==> src/rtl/spi_mm_pkg.sv <==
package spi_mm_pkg;

   typedef enum logic [1:0] {
      ST_IDLE  = 2'd0,
      ST_SETUP = 2'd1,
      ST_RUN   = 2'd2
   } spi_mm_state_e;

endpackage

==> src/rtl/spi_mm_cfg_bank.sv <==
module spi_mm_cfg_bank #(
   parameter int NUM_TGT  = 4,
   parameter int MIN_BITS = 8,
   parameter int MAX_BITS = 32,
   parameter int DIV_W    = 8,
   parameter int TGT_W    = 2,
   parameter int LEN_W    = 6
) (
   input  logic             clk,
   input  logic             rst_n,
   input  logic             wr_en,
   input  logic [TGT_W-1:0] wr_sel,
   input  logic             wr_cpol,
   input  logic             wr_cpha,
   input  logic [DIV_W-1:0] wr_div,
   input  logic [LEN_W-1:0] wr_len,
   input  logic [TGT_W-1:0] rd_sel,
   output logic             rd_cpol,
   output logic             rd_cpha,
   output logic [DIV_W-1:0] rd_div,
   output logic [LEN_W-1:0] rd_len
);

   localparam logic [LEN_W-1:0] LEN_LO = LEN_W'(MIN_BITS);
   localparam logic [LEN_W-1:0] LEN_HI = LEN_W'(MAX_BITS);

   logic [LEN_W-1:0]   len_clamped;
   logic [NUM_TGT-1:0] cpol_all;
   logic [NUM_TGT-1:0] cpha_all;
   logic [DIV_W-1:0]   div_all [NUM_TGT];
   logic [LEN_W-1:0]   len_all [NUM_TGT];

   always_comb begin
      if (wr_len < LEN_LO)      len_clamped = LEN_LO;
      else if (wr_len > LEN_HI) len_clamped = LEN_HI;
      else                      len_clamped = wr_len;
   end

   for (genvar g = 0; g < NUM_TGT; g++) begin : g_ent
      logic             cpol_r;
      logic             cpha_r;
      logic [DIV_W-1:0] div_r;
      logic [LEN_W-1:0] len_r;

      always_ff @(posedge clk or negedge rst_n) begin
         if (!rst_n) begin
            cpol_r <= 1'b0;
            cpha_r <= 1'b0;
            div_r  <= '0;
            len_r  <= LEN_LO;
         end else if (wr_en && (wr_sel == TGT_W'(g))) begin
            cpol_r <= wr_cpol;
            cpha_r <= wr_cpha;
            div_r  <= wr_div;
            len_r  <= len_clamped;
         end
      end

      assign cpol_all[g] = cpol_r;
      assign cpha_all[g] = cpha_r;
      assign div_all[g]  = div_r;
      assign len_all[g]  = len_r;
   end

   always_comb begin
      rd_cpol = cpol_all[0];
      rd_cpha = cpha_all[0];
      rd_div  = div_all[0];
      rd_len  = len_all[0];
      for (int i = 1; i < NUM_TGT; i++) begin
         if (rd_sel == TGT_W'(i)) begin
            rd_cpol = cpol_all[i];
            rd_cpha = cpha_all[i];
            rd_div  = div_all[i];
            rd_len  = len_all[i];
         end
      end
   end

endmodule

==> src/rtl/spi_mm_engine.sv <==
module spi_mm_engine
   import spi_mm_pkg::*;
#(
   parameter int NUM_TGT  = 4,
   parameter int MAX_BITS = 32,
   parameter int DIV_W    = 8,
   parameter int TGT_W    = 2,
   parameter int LEN_W    = 6
) (
   input  logic                clk,
   input  logic                rst_n,
   input  logic                req_valid,
   output logic                req_ready,
   input  logic [TGT_W-1:0]    req_tgt,
   input  logic [MAX_BITS-1:0] req_data,
   input  logic                cfg_cpol,
   input  logic                cfg_cpha,
   input  logic [DIV_W-1:0]    cfg_div,
   input  logic [LEN_W-1:0]    cfg_len,
   input  logic                miso,
   output logic                sck,
   output logic                mosi,
   output logic [NUM_TGT-1:0]  ss_n,
   output logic                done,
   output logic [MAX_BITS-1:0] rx_data
);

   localparam int EDGE_W = LEN_W + 1;

   spi_mm_state_e       state_q;
   logic [TGT_W-1:0]    tgt_q;
   logic                cpha_q;
   logic [DIV_W-1:0]    div_q;
   logic [LEN_W-1:0]    len_q;
   logic [DIV_W-1:0]    cnt_q;
   logic [EDGE_W-1:0]   edge_q;
   logic [MAX_BITS-1:0] tx_q;
   logic [MAX_BITS-1:0] rx_q;
   logic [NUM_TGT-1:0]  sel_oh;
   logic [EDGE_W-1:0]   edge_nx;
   logic [EDGE_W-1:0]   edge_total;
   logic                smp_edge;
   logic                lnch_edge;

   assign req_ready  = (state_q == ST_IDLE);
   assign edge_nx    = EDGE_W'(edge_q + EDGE_W'(1));
   assign edge_total = {len_q, 1'b0};
   // new edge is leading when its number is odd (edge_q even)
   assign smp_edge   = (~edge_q[0]) ^ cpha_q;
   assign lnch_edge  = ~smp_edge && (edge_nx != edge_total);

   always_comb begin
      for (int i = 0; i < NUM_TGT; i++) sel_oh[i] = (tgt_q == TGT_W'(i));
   end

   always_ff @(posedge clk or negedge rst_n) begin
      if (!rst_n) begin
         state_q <= ST_IDLE;
         tgt_q   <= '0;
         cpha_q  <= 1'b0;
         div_q   <= '0;
         len_q   <= '0;
         cnt_q   <= '0;
         edge_q  <= '0;
         tx_q    <= '0;
         rx_q    <= '0;
         sck     <= 1'b0;
         mosi    <= 1'b0;
         ss_n    <= '1;
         done    <= 1'b0;
         rx_data <= '0;
      end else begin
         done <= 1'b0;
         case (state_q)
            ST_IDLE: begin
               if (req_valid) begin
                  tgt_q   <= req_tgt;
                  cpha_q  <= cfg_cpha;
                  div_q   <= cfg_div;
                  len_q   <= cfg_len;
                  sck     <= cfg_cpol;
                  tx_q    <= req_data << (MAX_BITS - int'(cfg_len));
                  rx_q    <= '0;
                  edge_q  <= '0;
                  state_q <= ST_SETUP;
               end
            end
            ST_SETUP: begin
               ss_n  <= ~sel_oh;
               cnt_q <= div_q;
               if (!cpha_q) begin
                  mosi <= tx_q[MAX_BITS-1];
                  tx_q <= tx_q << 1;
               end
               state_q <= ST_RUN;
            end
            ST_RUN: begin
               if (cnt_q != '0) begin
                  cnt_q <= cnt_q - DIV_W'(1);
               end else begin
                  cnt_q <= div_q;
                  if (edge_q == edge_total) begin
                     ss_n    <= '1;
                     mosi    <= 1'b0;
                     done    <= 1'b1;
                     rx_data <= rx_q;
                     state_q <= ST_IDLE;
                  end else begin
                     sck    <= ~sck;
                     edge_q <= edge_nx;
                     if (smp_edge)  rx_q <= {rx_q[MAX_BITS-2:0], miso};
                     if (lnch_edge) begin
                        mosi <= tx_q[MAX_BITS-1];
                        tx_q <= tx_q << 1;
                     end
                  end
               end
            end
            default: state_q <= ST_IDLE;
         endcase
      end
   end

endmodule

==> src/rtl/spi_mm_ctrl.sv <==
module spi_mm_ctrl #(
   parameter int NUM_TGT  = 4,
   parameter int MIN_BITS = 8,
   parameter int MAX_BITS = 32,
   parameter int DIV_W    = 8,
   localparam int TGT_W   = (NUM_TGT > 1) ? $clog2(NUM_TGT) : 1,
   localparam int LEN_W   = $clog2(MAX_BITS + 1)
) (
   input  logic                clk,
   input  logic                rst_n,
   input  logic                cfg_we,
   input  logic [TGT_W-1:0]    cfg_sel,
   input  logic                cfg_cpol,
   input  logic                cfg_cpha,
   input  logic [DIV_W-1:0]    cfg_div,
   input  logic [LEN_W-1:0]    cfg_len,
   input  logic                req_valid,
   output logic                req_ready,
   input  logic [TGT_W-1:0]    req_tgt,
   input  logic [MAX_BITS-1:0] req_data,
   output logic                done,
   output logic [MAX_BITS-1:0] rx_data,
   output logic                sck,
   output logic                mosi,
   input  logic                miso,
   output logic [NUM_TGT-1:0]  ss_n
);

   if (NUM_TGT < 1) begin : g_bad_tgt
      $error("spi_mm_ctrl: NUM_TGT must be at least 1");
   end
   if (MIN_BITS < 2 || MAX_BITS < MIN_BITS) begin : g_bad_len
      $error("spi_mm_ctrl: need 2 <= MIN_BITS <= MAX_BITS");
   end
   if (DIV_W < 1) begin : g_bad_div
      $error("spi_mm_ctrl: DIV_W must be at least 1");
   end

   logic             sel_cpol;
   logic             sel_cpha;
   logic [DIV_W-1:0] sel_div;
   logic [LEN_W-1:0] sel_len;

   spi_mm_cfg_bank #(
      .NUM_TGT (NUM_TGT),
      .MIN_BITS(MIN_BITS),
      .MAX_BITS(MAX_BITS),
      .DIV_W   (DIV_W),
      .TGT_W   (TGT_W),
      .LEN_W   (LEN_W)
   ) u_bank (
      .clk    (clk),
      .rst_n  (rst_n),
      .wr_en  (cfg_we),
      .wr_sel (cfg_sel),
      .wr_cpol(cfg_cpol),
      .wr_cpha(cfg_cpha),
      .wr_div (cfg_div),
      .wr_len (cfg_len),
      .rd_sel (req_tgt),
      .rd_cpol(sel_cpol),
      .rd_cpha(sel_cpha),
      .rd_div (sel_div),
      .rd_len (sel_len)
   );

   spi_mm_engine #(
      .NUM_TGT (NUM_TGT),
      .MAX_BITS(MAX_BITS),
      .DIV_W   (DIV_W),
      .TGT_W   (TGT_W),
      .LEN_W   (LEN_W)
   ) u_engine (
      .clk      (clk),
      .rst_n    (rst_n),
      .req_valid(req_valid),
      .req_ready(req_ready),
      .req_tgt  (req_tgt),
      .req_data (req_data),
      .cfg_cpol (sel_cpol),
      .cfg_cpha (sel_cpha),
      .cfg_div  (sel_div),
      .cfg_len  (sel_len),
      .miso     (miso),
      .sck      (sck),
      .mosi     (mosi),
      .ss_n     (ss_n),
      .done     (done),
      .rx_data  (rx_data)
   );

endmodule

==> config.mk <==
export PLATFORM = sky130hd
export DESIGN_NAME = spi_mm_ctrl
export DESIGN_NICKNAME = d
export VERILOG_FILES = /design/src/rtl/spi_mm_pkg.sv /design/src/rtl/spi_mm_cfg_bank.sv /design/src/rtl/spi_mm_engine.sv /design/src/rtl/spi_mm_ctrl.sv
export SDC_FILE = /design/constraint.sdc
export NUM_CORES = 1
export LEC_CHECK = 0
export BUFFER_PORTS_ARGS = -buffer_cell sky130_fd_sc_hd__buf_2
export CORE_MARGIN = 8
export CORE_UTILIZATION = 40
export CTS_CLUSTER_SIZE = 12
export DETAILED_ROUTE_END_ITERATION = 12
export GPL_ROUTABILITY_DRIVEN = 0
export PLACE_DENSITY_LB_ADDON = 0.15
export SLEW_MARGIN = 5
export SYNTH_ARGS = -nofsm -noshare
export SYNTH_HDL_FRONTEND = slang
export SYNTH_SLANG_ARGS = --single-unit
==> constraint.sdc <==
create_clock -name clk -period 6.3 [get_ports clk]
set_input_delay 0.315 -clock clk [delete_from_list [all_inputs] [get_ports clk]]
set_output_delay 0.315 -clock clk [all_outputs]
set_load 0.02 [all_outputs]
# Yosys cells after proc, flatten, opt, wreduce, memory -nomap -nowiden
# Cells that the tools add are included.
# word_totals
output_inout_bits,40
register_bits,201
input_bits,57
# op_classes
bitwise,6
n_reduce_logical,20
shifts,1
n_addsub,3
eq_ne,21
magnitude_cmp,2
mux,50
# op_table
op,count
$mux W32,9
$pmux W32 S3,1
$pmux W32 S2,1
$mux W8,4
$shl A32 B32 Y32,1
$mux W6,5
$mux W7,3
$mux W1,16
$pmux W8 S2,1
$eq A2 B2 Y1 const B,7
$pmux W7 S2,1
$reduce_and A3 Y1,3
$eq A2 B1 Y1 const B,4
$mux W4,2
$ne A2 B2 Y1 const B,4
$pmux W4 S2,1
$reduce_and A4 Y1,2
$reduce_bool A8 Y1,1
$sub A8 B1 Y8 const B,1
$add A7 B1 Y7 const B,1
$eq A7 B7 Y1,1
$ne A7 B7 Y1,1
$sub A6 B6 Y7 const A,1
$gt A6 B6 Y1 const B,1
16 further kinds,31

# Logic depth before layout (Yosys ltp)
# Gate-level depths: netlist of the first run.
# logic_depth
word_depth,8
depth_mapped,15

# Hierarchy
# From an unflattened synthesis of the first run, not the netlist that was laid out.
# unflattened
cells_unflattened,1015
area_unflattened_um2,11199.5
# by_module_without_submodules
mod,n_inst,area_each_um2,seq_area_each_um2,cells_each
spi_mm_engine,1,8344.3,3433.3,804
spi_mm_cfg_bank,1,2855.2,1606.5,211

# Worst setup path before layout of the first run
# Ideal clock, no wire load.
# synth_path
path_type,input to register
from,input req_tgt[0]
to,register u_engine.tx_q[20]
slack_ns,2.871
path_buffers,5
required_time_ns,6.235
path_stages,14
arrival_ns,3.363
path_cell_list,buf_6 -> mux4_2 -> buf_6 -> buf_4 -> buf_2 -> inv_1 -> ha_1 -> clkbuf_1 -> nor3b_1 -> mux2_2 -> a2111oi_0 -> o22ai_1 -> o311ai_0 -> o221a_2
# synth_via
elab_chain_cells,8
# synth_rtl
element,line_no,rtl
"start, declared",spi_mm_ctrl.sv:19,"input logic [TGT_W-1:0] req_tgt,"
$eq A2 B1 Y1,spi_mm_cfg_bank.sv:71,if (rd_sel == TGT_W'(i)) begin
$mux W6 (2 in a row),spi_mm_cfg_bank.sv:71,
$mux W6 (*),spi_mm_cfg_bank.sv:71,
$sub A6 B6 Y7 (*),spi_mm_engine.sv:82,tx_q <= req_data << (MAX_BITS - int'(cfg_len));
$shl A32 B32 Y32 (*),spi_mm_engine.sv:82,
$mux W32 (*),spi_mm_engine.sv:76,if (req_valid) begin
$pmux W32 S3 (*),spi_mm_engine.sv:74,case (state_q)
"end signal, assigned",spi_mm_engine.sv:82,
"end signal, assigned",spi_mm_engine.sv:93,tx_q <= tx_q << 1;
"end signal, assigned",spi_mm_engine.sv:114,tx_q <= tx_q << 1;
"end, declared",spi_mm_engine.sv:37,logic [MAX_BITS-1:0] tx_q;
# Mark *: on every way between the ends. The rest lies on a longest branch, timed or not. The select of a mux whose other input is x is not followed.
# A chain may end at the register's enable or synchronous reset.

# Final worst setup path of the first run
# layout_path
from,input req_tgt[0]
to,register u_engine.tx_q[31]
# The elaborated chain is that of the path after synthesis.

==> results of run 1 <==
## cell families (layout without fill, tap and decap cells)
| group | Yosys count | in the layout | share of synthesized area |
|---|---|---|---|
| flip-flops | 201 | 201 | 0.464 |
| AO/OA/AOI/OAI | 229 | 229 | 0.133 |
| buffers and inverters | 91 | 168 | 0.0388 |
| AND/OR/NAND/NOR | 332 | 332 | 0.139 |
| multiplexers | 176 | 176 | 0.199 |
| XOR/XNOR | 16 | 16 | 0.0153 |
| adder cells (fa/ha/maj) | 9 | 9 | 0.0104 |
## synth_stat cells, types with 5 or more instances
cell type,count
nand2_1,180
dfrtp_1,193
o21ai_0,78
o31ai_1,5
nor3_1,17
mux2i_1,66
buf_1,8
and3_1,5
nand3b_1,7
clkbuf_1,48
mux4_2,23
a31oi_1,15
nor4_1,8
nand3_1,15
xor2_1,8
a211oi_1,5
xnor2_1,6
a2111oi_0,5
o211ai_1,11
a22oi_1,14
buf_6,6
dfstp_2,8
buf_2,16
ha_1,9
nor3b_1,10
a21oi_1,50
mux2_2,87
nand2b_1,11
nor2_1,58
o2111ai_1,5
o22ai_1,7
inv_1,10
## layout by cell type, fill, tap and decap left out, drive strengths merged, types with 6 or more instances in the layout
cell type,n
a21oi,50
a22oi,14
a31oi,15
buf,111
clkbuf,39
dfrtp,193
dfstp,8
ha,9
inv,11
mux2,87
mux2i,66
mux4,23
nand2,180
nand2b,11
nand3,15
nand3b,7
nor2,58
nor3,19
nor3b,10
nor4,9
o211ai,12
o21ai,80
o22ai,7
o31ai,6
xnor2,7
xor2,9
## routing by layer
layer  vias up  routed length, um  share of wire  global-route usage
li1       3939                  -              -                   -
met1      3990              12500           0.46               0.224
met2       209              12400           0.46               0.261
met3        42               1490          0.055              0.0315
met4         0                551          0.020              0.0394
met5         -                  0              0                   0
## flip-flops by register name, indices dropped and copies added, names as in the netlist
signal               flops
u_engine.ss_n            4
u_engine.cpha_q          1
u_engine.sck             1
u_bank.g_ent.cpol_r      4
u_engine.tx_q           32
u_engine.div_q           8
u_engine.edge_q          7
u_engine.rx_q           32
u_engine.rx_data        32
u_engine.mosi            1
u_engine.len_q           6
u_engine.state_q         2
u_bank.g_ent.cpha_r      4
u_engine.cnt_q           8
u_engine.done            1
u_bank.g_ent.len_r      24
u_engine.tgt_q           2
u_bank.g_ent.div_r      32
## through the flow
stage	hold slack, ps	setup WS [ps]	power, W	std cells	area [um2]
global route	48.2	1150	0.00574	1472	12300
finish	42.6	1540	0.00537	1472	12300
global placement	325	1090	0.00401	1427	11500
detailed placement	328	982	0.00403	1427	11500
CTS	26.8	1550	0.00542	1472	12300
floorplan	19.4	2870	0.00349	1054	10900
## how the worst max path moves through the flow
stage               startpoint                            end  slack, ps
finish              req_tgt[0]  u_engine.tx_q[31]$_DFFE_PN0P_       1540
global route        req_tgt[0]  u_engine.tx_q[31]$_DFFE_PN0P_       1150
CTS                 req_tgt[0]  u_engine.tx_q[31]$_DFFE_PN0P_       1550
detailed placement  req_tgt[0]  u_engine.tx_q[31]$_DFFE_PN0P_        980
global placement    req_tgt[0]  u_engine.tx_q[31]$_DFFE_PN0P_       1090
floorplan           req_tgt[0]  u_engine.tx_q[20]$_DFFE_PN0P_       2870
## power by group through the flow
stage	sequential, W	clock (W)	combinational [W]
final	0.00182	0.00135	0.00221
after floorplan	0.00179	0	0.00170
after CTS	0.00182	0.00140	0.00220
after global routing	0.00186	0.00144	0.00245
after detailed placement	0.00184	0	0.00219
after global placement	0.00183	0	0.00218
## worst min-delay path, stage by stage
cell,delay (ps)
buf_2,110
nand2_1,50
nand2_1,50
## layout make-up
cell class	count	area share
multi-input combinational	762	0.440
inverter	11	0.00335
clock buffer	38	0.0580
timing repair buffer	113	0.0502
tap	341	0.0346
sequential	201	0.409
clock inverter	6	0.00528
==> impl_results.md, run 1 <==
- Max transition margin: 0.174
- Ant diodes: 0
- Number of synthesized register bits: 201
- Sw frac: 0.395
- CTS root buf: clkbuf_16
- Post-synth EDFFs: 0
- Final #Nets: 1179
- RSZ-0062 raised after global routing: no
- I/O pins: 97
- Die extent in y: 181 um
- Psw: 0.00212 W
- Reg2Reg Launch Point: u_bank.g_ent[2].len_r[0]$_DFFE_PN0P_
- Avg Inst Size Synth: 10.3 um2
- Vias/cell: 5.56
- Total CTS buffers: 24
- Longest Clk Path Bufs: 3
- Clock Skews: 24.3 ps
- H-tree levels: 1
- Gr ovfl total: 0
- Seq. cell area: 5040 um2
- Ranking of synthesized cells by area: dfrtp_1 (44%), mux2_2 (9.0%), nand2_1 (6.2%)
- CP Data Required Time: 6660 ps
- Async set-reset flop share out of synthesis: 1.00
- Vias in the first global route: 8323
- Clock Sinks: 201
- Syn nets: 1120
- Worst Max-Slew Pin Slew: 1230 ps
- Largest net degree at the start of global routing: 78
- GR Util All Layers: 0.163
- CP Class: input pin to flop
- Hold Path Sink: u_bank.g_ent[0].div_r[5]$_DFFE_PN0P_
- PortBufs: 96
- Setup Buffers After CTS: 0
- Final hold violation count: 0
- Hold Crit Start: cfg_div[5]
- Finished Core Util: 0.460
- Antenna violations before repair: 0
- CTS clk-pin slew, worst paths: 60 ps
- Setup violators final: 0
- Tmin final: 4760 ps
- CTS tree: built
- FF-to-FF End: u_engine.tx_q[31]$_DFFE_PN0P_
- Critical Path, Cell by Cell: buf_2, mux4_2, inv_1, ha_1, clkinv_1, mux4_2, a221oi_1, a21oi_1, a22oi_1, a31oi_1
- Synth Cell Area: 10900 um2
- R2R Setup Slk: 1760 ps
- Netlist cell types: 70
- Family with the most delay on the worst path: multiplexers
- Seq/Total Area, Yosys: 0.464
- Worst path slowest cell: mux4_2
- Hold path depth: 3
- Yosys warns: 0
- Fin crit share: 0.755
- DR DRC count: 0
- Via count: 8180
- Crit start category: input pin
- Crit path capture type: flop
- Filler cells: 2523
- Starting Density: 0.405
- Chip Width: 181 um
- Worst Path Buf+Inv: 3
- Post-Route WL: 27000 um
- Routed Antenna Nets: 0
- Clock power share: 0.252
- Worst skew pair latency: 520 ps
- Area share of the largest cell type after synthesis: 0.445
- Leak: 5.46 nW
- Status: completed
- Critical Path Fanout Max: 37
- Global-route wire length before repair: 44700 um
- Post-CTS Hold Fix Bufs: 1
- Layout area overhead: 13.5%
- F_max: 0.210 GHz
- WP depth: 10
- Dominant synthesized flop cell: dfrtp_1
- Post-DP HPWL: 18100 um
- Power density over the cells: 436 nW/um2
- Core area: 26800 um2
- WL/cell: 18.3 um
- Iteration-0 DRC Markers: 624
- Synth area leader: dfrtp_1
- Cell Rows: 60
- DR pass1 iterations: 5
- Max stage delay on crit path: 1060 ps
- Data arrival, critical path: 5120 ps
- DIE AREA: 32700 um2
- Share of cells above drive strength 1: 0.250
- PostCTS Resize Cnt: 0
- Area occupied by multi-input gates: 5420 um2
- Gate Count Post-Synth: 1054
- TNS Setup: 0 ps
- Peak VDD IR: 0.393 mV
- Int Pwr: 0.00325 W
- Reg power frac: 0.338
- Max cap viols: 0
- Comb power frac: 0.410
- Top cell by count, worst path: mux4_2
- Max-slew violation count: 0
- Hold Path Class: input pin to flop
- Worst r2r path cells: 9
No activity file was read; power rests on OpenSTA's default activity.
==> run 2, diff against run 1 <==
- ABC_AREA: unset -> 1
- clock period: 6.3 -> 4.4 ns (I/O delays scaled with it)
==> run 2 against run 1 <==
Effect of this change:
- combinational power increased by 36%
- register-to-register slack got worse by 790 ps
- worst setup slack got worse by 570 ps
- flip-flop and latch count unchanged
- largest power group unchanged
==> impl_results.md, run 2 <==
- Worst Path Buf+Inv: 3 (unchanged)
- Met2 usage: 0.277 (was 0.261)
- Finished Core Util: 0.462 (was 0.460)
- Family with the most delay on the worst path: buffers and inverters (was multiplexers)
- Max cap viols: 0 (unchanged)
- Final hold violation count: 0 (unchanged)
- Status: completed (unchanged)
- CTS tree: built (unchanged)
- Clock Skews: 14.9 ps (was 24.3 ps)
- Post-DP HPWL: 19500 um (was 18100 um)
- Ant diodes: 0 (unchanged)
- CTS root buf: clkbuf_16 (unchanged)
- Syn nets: 1430 (was 1120)
- Gate Count Post-Synth: 1364 (was 1054)
- Simple-gate share of the synthesized area: 0.278 (was 0.139)
- Placed cell areas: 11300 um2 (was 11500 um2)
- Worst Max-Slew Pin Slew: 1080 ps (was 1230 ps)
- Pwr Total: 0.00743 W (was 0.00537 W)
- Most common cell after layout, fill and taps aside: nand2_1 (was dfrtp_1)
- Via count: 9365 (was 8180)
- Comb power frac: 0.405 (was 0.410)
- Synth top cells by count: nand2_1 (282), nand3_1 (270), dfrtp_1 (193) (was dfrtp_1 (193), nand2_1 (180), mux2_2 (87))
- Antenna violations before repair: 0 (unchanged)
- Seq/Total Area, Yosys: 0.476 (was 0.464)
- Dominant synthesized flop cell: dfrtp_1 (unchanged)
- Synth area leader: dfrtp_1 (unchanged)
- Area fraction in compound gates after synthesis: 0.150 (was 0.133)
- Netlist cell types: 48 (was 70)
- Tmin final: 3430 ps
- Vias/cell: 5.27 (was 5.56)
- Mux share of post-synthesis cell area: 0 (was 0.199)
- DR DRC count: 0 (unchanged)
- Routed Antenna Nets: 0 (unchanged)
- Gr ovfl total: 0 (unchanged)
- Layout area overhead: 13.6% (was 13.5%)
- Worst path slowest cell: ha_1 (was mux4_2)
- Crit path capture type: flop (unchanged)
- Max stage delay on crit path: 660 ps (was 1060 ps)
- Clock Sinks: 201 (unchanged)
- Synth Cell Area: 10600 um2 (was 10900 um2)
- Starting Density: 0.406 (was 0.405)
- Top cell by count, worst path: inv_1 (was mux4_2)
- Vias in the first global route: 8835 (was 8323)
- Main combinational cell family by area after synthesis: simple AND/OR/NAND/NOR gates (was multiplexers)
- Post-Route WL: 27700 um (was 27000 um)
- Int Pwr: 0.00435 W (was 0.00325 W)
- Peak VDD IR: 0.472 mV (was 0.393 mV)
- M1 GR Usage: 0.244 (was 0.224)
- Longest Clk Path Bufs: 3 (unchanged)
- Share of cells above drive strength 1: 0.128 (was 0.250)
- Largest net degree at the start of global routing: 118 (was 78)
- M3 GR Usage: 0.0227 (was 0.0315)
- Synth Area in Adders: 0.0106 (was 0.0104)
- R2R Setup Slk: 970 ps (was 1760 ps)
- Core area: 26100 um2 (was 26800 um2)
- Max-slew violation count: 0 (unchanged)
- Chip Width: 179 um (was 181 um)
- Xor-xnor portion of the synthesized cell area: 0.0116 (was 0.0153)
- Yosys warns: 0 (unchanged)
- Post-synth EDFFs: 0 (unchanged)
- CP Data Required Time: 4810 ps (was 6660 ps)
- Cell Rows: 59 (was 60)
- Critical Path, Cell by Cell: inv_1, ha_1, inv_1, a21oi_1, nand2_1, a21oi_4, buf_4, nand3_1, o21ai_0 (was buf_2, mux4_2, inv_1, ha_1, clkinv_1, mux4_2, a221oi_1, a21oi_1, a22oi_1, a31oi_1)
- Final hold slack: 33.0 ps (was 42.6 ps)
- Post-route cell area: 12000 um2 (was 12300 um2)
- WL/cell: 15.6 um (was 18.3 um)
- Area share of the largest cell type after synthesis: 0.456 (was 0.445)
- Global-route wire length before repair: 46000 um (was 44700 um)
- Leak: 5.62 nW (was 5.46 nW)
- Clock power share: 0.249 (was 0.252)
- Data arrival, critical path: 3840 ps (was 5120 ps)
- Psw: 0.00307 W (was 0.00212 W)
- Fin crit share: 0.780
- Number of synthesized register bits: 201 (unchanged)
- Hold Path Class: input pin to flop (unchanged)
- PortBufs: 96 (unchanged)
- CTS clk-pin slew, worst paths: 60 ps (about the same)
- Crit start category: flop (was input pin)
- Setup Buffers After CTS: 0 (unchanged)
- Max transition margin: 0.275 (was 0.174)
- Final #Nets: 1491 (was 1179)
- TNS Setup: 0 ps (unchanged)
- Setup violators final: 0 (unchanged)
- Worst skew pair latency: 510 ps (was 520 ps)
- Power density over the cells: 617 nW/um2 (was 436 nW/um2)
- Ranking of synthesized cells by area: dfrtp_1 (46%), nand3_1 (13%), nand2_1 (10%) (was dfrtp_1 (44%), mux2_2 (9.0%), nand2_1 (6.2%))
- I/O pins: 97 (unchanged)
- Critical Path Fanout Max: 50 (was 37)
- F_max: 0.291 GHz
- Top Usage Layer GRT: met2 (unchanged)
- Die extent in y: 179 um (was 181 um)
- Most frequent cell after synthesis: nand2_1 (was dfrtp_1)
- DIE AREA: 31900 um2 (was 32700 um2)
- DR pass1 iterations: 6 (was 5)
- CP Class: flop to flop (was input pin to flop)
- Commonest non-fill, non-tap cells in the layout: nand2_1 (282), nand3_1 (270), dfrtp_1 (193) (was dfrtp_1 (193), nand2_1 (180), buf_2 (95))
- Total CTS buffers: 23 (was 24)
- Async set-reset flop share out of synthesis: 1.00 (unchanged)
- Avg Inst Size Synth: 7.76 um2 (was 10.3 um2)
- GR Util All Layers: 0.173 (was 0.163)
- H-tree levels: 1 (unchanged)
- Iteration-0 DRC Markers: 674 (was 624)
- Sw frac: 0.414 (was 0.395)
- RSZ-0062 raised after global routing: no (unchanged)
- Reg power frac: 0.346 (was 0.338)
==> run 2: cell count changes after synthesis, sizes merged, moves of 14 or more <==
cell | previous run | this run
mux2 | 87 | 0
mux2i | 66 | 0
nand3 | 15 | 274
inv | 10 | 105
a22oi | 14 | 0
mux4 | 23 | 0
nand2 | 180 | 288
o21ai | 80 | 184
nor2 | 58 | 76
==> run 2: cells by family (layout without fill, tap and decap cells) <==
kind of cell,after synthesis,after routing
flip-flops,201,201
XOR/XNOR,14,14
AO/OA/AOI/OAI,294,294
buffers and inverters,188,265
adder cells (fa/ha/maj),9,9
AND/OR/NAND/NOR,658,658
==> run 2: tightest hold or removal path, delay by kind of cell <==
| kind | cells | cell delay, ps |
|---|---|---|
| buffers and inverters | 2 | 130 |
| AOI/OAI and AO/OA | 1 | 150 |
==> run 2: final cells by class <==
class,instances,area [um2]
tap,335,419
sequential,201,5040
clock buffer,35,701
inverter,112,422
fill,2657,14000
clock inverter,6,37.5
timing repair buffer,112,632
multi-input combinational,975,4780
==> run 2: worst paths after layout <==
kind | start | endpoint | cells past startpoint
setup reg to reg | u_engine.state_q[0]$_DFFE_PN0P_ | u_engine.rx_q[31]$_DFFE_PN0P_ | 9
setup / recovery | u_engine.state_q[0]$_DFFE_PN0P_ | u_engine.rx_q[31]$_DFFE_PN0P_ | 9
min in group asynchronous | rst_n | u_engine.rx_data[15]$_DFFE_PN0P_ | 2
hold reg to reg | u_engine.rx_data[31]$_DFFE_PN0P_ | u_engine.rx_data[31]$_DFFE_PN0P_ | 2
max in group asynchronous | rst_n | u_bank.g_ent[0].len_r[3]$_DFFE_PN1P_ | 3
hold / removal | cfg_div[6] | u_bank.g_ent[0].div_r[6]$_DFFE_PN0P_ | 3
==> run 2: through the flow <==
step | cells | worst slack (ps)
6_report | 1776 | 967
5_1_grt | 1776 | 619
4_1_cts | 1776 | 929
3_5_place_dp | 1731 | 772
3_3_place_gp | 1731 | 835
2_1_floorplan | 1364 | 1820
==> run 2: routing by layer <==
metal | routed length (um) | up-vias
met4 | 600 | 0
li1 | - | 4728
met3 | 1290 | 44
met5 | 0 | -
met1 | 13100 | 4367
met2 | 12700 | 226
==> run 2: what timing repair did <==
action	CTS	global route
gates resized for setup	0	0
hold buffers	4	0
hold endpoints to repair	116	0
==> run 2: power by group through the flow <==
stage	clock (W)	sequential (W)	combinational, W
floorplan	0	0.00254	0.00228
global placement	0	0.00259	0.00299
detailed placement	0	0.00259	0.00300
CTS	0.00191	0.00257	0.00302
global route	0.00197	0.00262	0.00342
finish	0.00185	0.00257	0.00301
==> run 3, diff against run 2 <==
- clock period: 4.4 -> 3.1 ns (I/O delays scaled with it)
==> run 3 against run 2 <==
Effect of this change:
- core utilization increased by 0.78 points
- sequential share of layout area down 0.69 points
- global-route usage shrank 0.27 points
- largest cell class unchanged
- non-clock buffer count rose by 23
- combinational power is 46% higher
- fmax up 29%
- via count grew 0.73%
==> impl_results.md, run 3 (synthesis gave the netlist of run 2 again) <==
- Status: completed (unchanged)
- Vias/cell: 5.25 (was 5.27)
- Routed Antenna Nets: 0 (unchanged)
- DR DRC count: 0 (unchanged)
- Setup Buffers After CTS: 0 (unchanged)
- Hold Path Sink: u_bank.g_ent[3].div_r[6]$_DFFE_PN0P_ (was u_bank.g_ent[0].div_r[6]$_DFFE_PN0P_)
- Most common cell after layout, fill and taps aside: nand2_1 (unchanged)
- Total CTS buffers: 23 (unchanged)
- TNS Setup: 0 ps (unchanged)
- Setup violators final: 0 (unchanged)
- Max cap viols: 0 (unchanged)
- Finished Core Util: 0.470 (was 0.462)
- Crit start category: flop (unchanged)
- Max-slew violation count: 0 (unchanged)
- Final #Nets: 1514 (was 1491)
- GR Util All Layers: 0.170 (was 0.173)
- Hold Crit Start: cfg_div[6] (unchanged)
- PortBufs: 96 (unchanged)
- Tmin final: 2660 ps (was 3430 ps)
- Via count: 9433 (was 9365)
- Peak VDD IR: 0.462 mV (was 0.472 mV)
- Vias in the first global route: 8771 (was 8835)
- Met2 WL: 12700 um (about the same)
- Chip Width: 179 um (unchanged)
- Hold Path Class: input pin to flop (unchanged)
- Antenna violations before repair: 0 (unchanged)
- Max transition margin: 0.426 (was 0.275)
- F_max: 0.376 GHz (was 0.291 GHz)
- Data arrival, critical path: 3100 ps (was 3840 ps)
- Reg2Reg Launch Point: u_bank.g_ent[0].len_r[1]$_DFFE_PN0P_ (was u_engine.state_q[0]$_DFFE_PN0P_)
- DR pass1 iterations: 7 (was 6)
- Routed metal-1 wire length: 13100 um (about the same)
- FF-to-FF End: u_engine.tx_q[27]$_DFFE_PN0P_ (was u_engine.rx_q[31]$_DFFE_PN0P_)
- Cell Rows: 59 (unchanged)
- Crit path launch: u_bank.g_ent[0].len_r[1]$_DFFE_PN0P_ (was u_engine.state_q[0]$_DFFE_PN0P_)
- Worst r2r path cells: 17 (was 9)
- Gr ovfl total: 0 (unchanged)
- Core area: 26100 um2 (unchanged)
- CTS tree: built (unchanged)
- Crit path capture type: flop (unchanged)
- Post-CTS Hold Fix Bufs: 14 (was 4)
- WL/cell: 15.3 um (was 15.6 um)
- Final hold violation count: 0 (unchanged)
- Worst Max-Slew Pin Slew: 860 ps (was 1080 ps)
- Ant diodes: 0 (unchanged)
- Starting Density: 0.406 (unchanged)
- Filler cells: 2630 (was 2657)
- PostCTS Resize Cnt: 0 (unchanged)
- Critical Path Fanout Max: 12 (was 50)
- Die extent in y: 179 um (unchanged)
- Hold path depth: 3 (unchanged)
- CP Class: flop to flop (unchanged)
- Max layer used: met4 (unchanged)
- RSZ-0062 raised after global routing: no (unchanged)
- I/O pins: 97 (unchanged)
- Post-DP HPWL: 19800 um (was 19500 um)
- CTS root buf: clkbuf_16 (unchanged)
- Commonest non-fill, non-tap cells in the layout: nand2_1 (282), nand3_1 (270), dfrtp_1 (193) (unchanged)
- Fin crit share: 0.857 (was 0.780)
- Pwr Total: 0.0106 W (was 0.00743 W)
- Leak: 5.71 nW (was 5.62 nW)
- Post-Route WL: 27500 um (was 27700 um)
- H-tree levels: 1 (unchanged)
- Global-route wire length before repair: 45600 um (was 46000 um)
- Post-route cell area: 12200 um2 (was 12000 um2)
- CTS clk-pin slew, worst paths: 60 ps (about the same)
- Worst skew pair latency: 500 ps (was 510 ps)
- Met3 wire len: 1180 um (was 1290 um)
- Clock Sinks: 201 (unchanged)
- Clock Skews: 10.0 ps (was 14.9 ps)
- R2R Setup Slk: 440 ps (was 970 ps)
- Iteration-0 DRC Markers: 747 (was 674)
- Longest Clk Path Bufs: 3 (unchanged)
- Share of cells above drive strength 1: 0.131 (was 0.128)
- Power density over the cells: 863 nW/um2 (was 617 nW/um2)
- DIE AREA: 31900 um2 (unchanged)
- Placed cell areas: 11400 um2 (was 11300 um2)
- Layout area overhead: 15.5% (was 13.6%)
- Largest net degree at the start of global routing: 81 (was 118)
- CP Data Required Time: 3540 ps (was 4810 ps)
run 3: cell count changes in the layout (fill, tap and decap cells not counted):
cell           delta
clkinv_2          -1
clkinvlp_4        +1
inv_6             -2
buf_12            +4
dlygate4sd3_1    +10
bufinv_16         +1
buf_4             +9
clkbuf_1          +6
clkbuf_8          -6
run 3: worst max-delay path, cell delays in order, from the launching register on:
cell     delay, ps
dfrtp_1        380
nand2_1         60
o21ai_0         70
o21ai_1        110
o21ai_1        100
inv_1           60
ha_1           130
inv_1           60
nor2_4         110
inv_1           60
o21ai_1        120
and2_1         550
inv_2          210
nor2_4         240
nand3_1        120
nand3_1         90
o21ai_1         60
inv_1           50
run 3: metal layers:
layer	GRT usage	vias to the layer above
li1	-	4772
met1	0.244	4421
met2	0.271	210
met3	0.0234	30
met4	0.0369	0
met5	0	-
run 3: worst max path at each step:
stage | to | slack, ps | cells after the start
detailed placement | u_engine.tx_q[27]$_DFFE_PN0P_ | 290 | 20
CTS | u_engine.tx_q[27]$_DFFE_PN0P_ | 460 | 17
global route | u_engine.tx_q[27]$_DFFE_PN0P_ | 140 | 17
finish | u_engine.tx_q[27]$_DFFE_PN0P_ | 440 | 17
floorplan | u_engine.tx_q[29]$_DFFE_PN0P_ | 580 | 18
global placement | u_engine.tx_q[26]$_DFFE_PN0P_ | 360 | 20
run 3: stage by stage:
step	worst slack, ps	std cells	hold slack (ps)
after detailed placement	286	1744	170
after floorplan	583	1364	-141
after global routing	138	1798	29.0
final	443	1798	17.4
after CTS	461	1798	14.4
after global placement	362	1744	171
run 3: area by class of cell:
type                    count  area (um2)  share of cell area
inverters                 112         422              0.0345
repair buffers            135         880              0.0719
multi-input cells         975        4780               0.391
flip-flops and latches    201        5040               0.412
well taps                 335         419              0.0343
clock buffers              35         641              0.0524
clock inverters             5        52.6             0.00429
run 3: power by group:
part           total (W)  internal (W)  switching [W]
combinational    0.00438       0.00147        0.00291
clock            0.00254       0.00150        0.00104
sequential       0.00364       0.00325       0.000382
total             0.0106       0.00623        0.00433
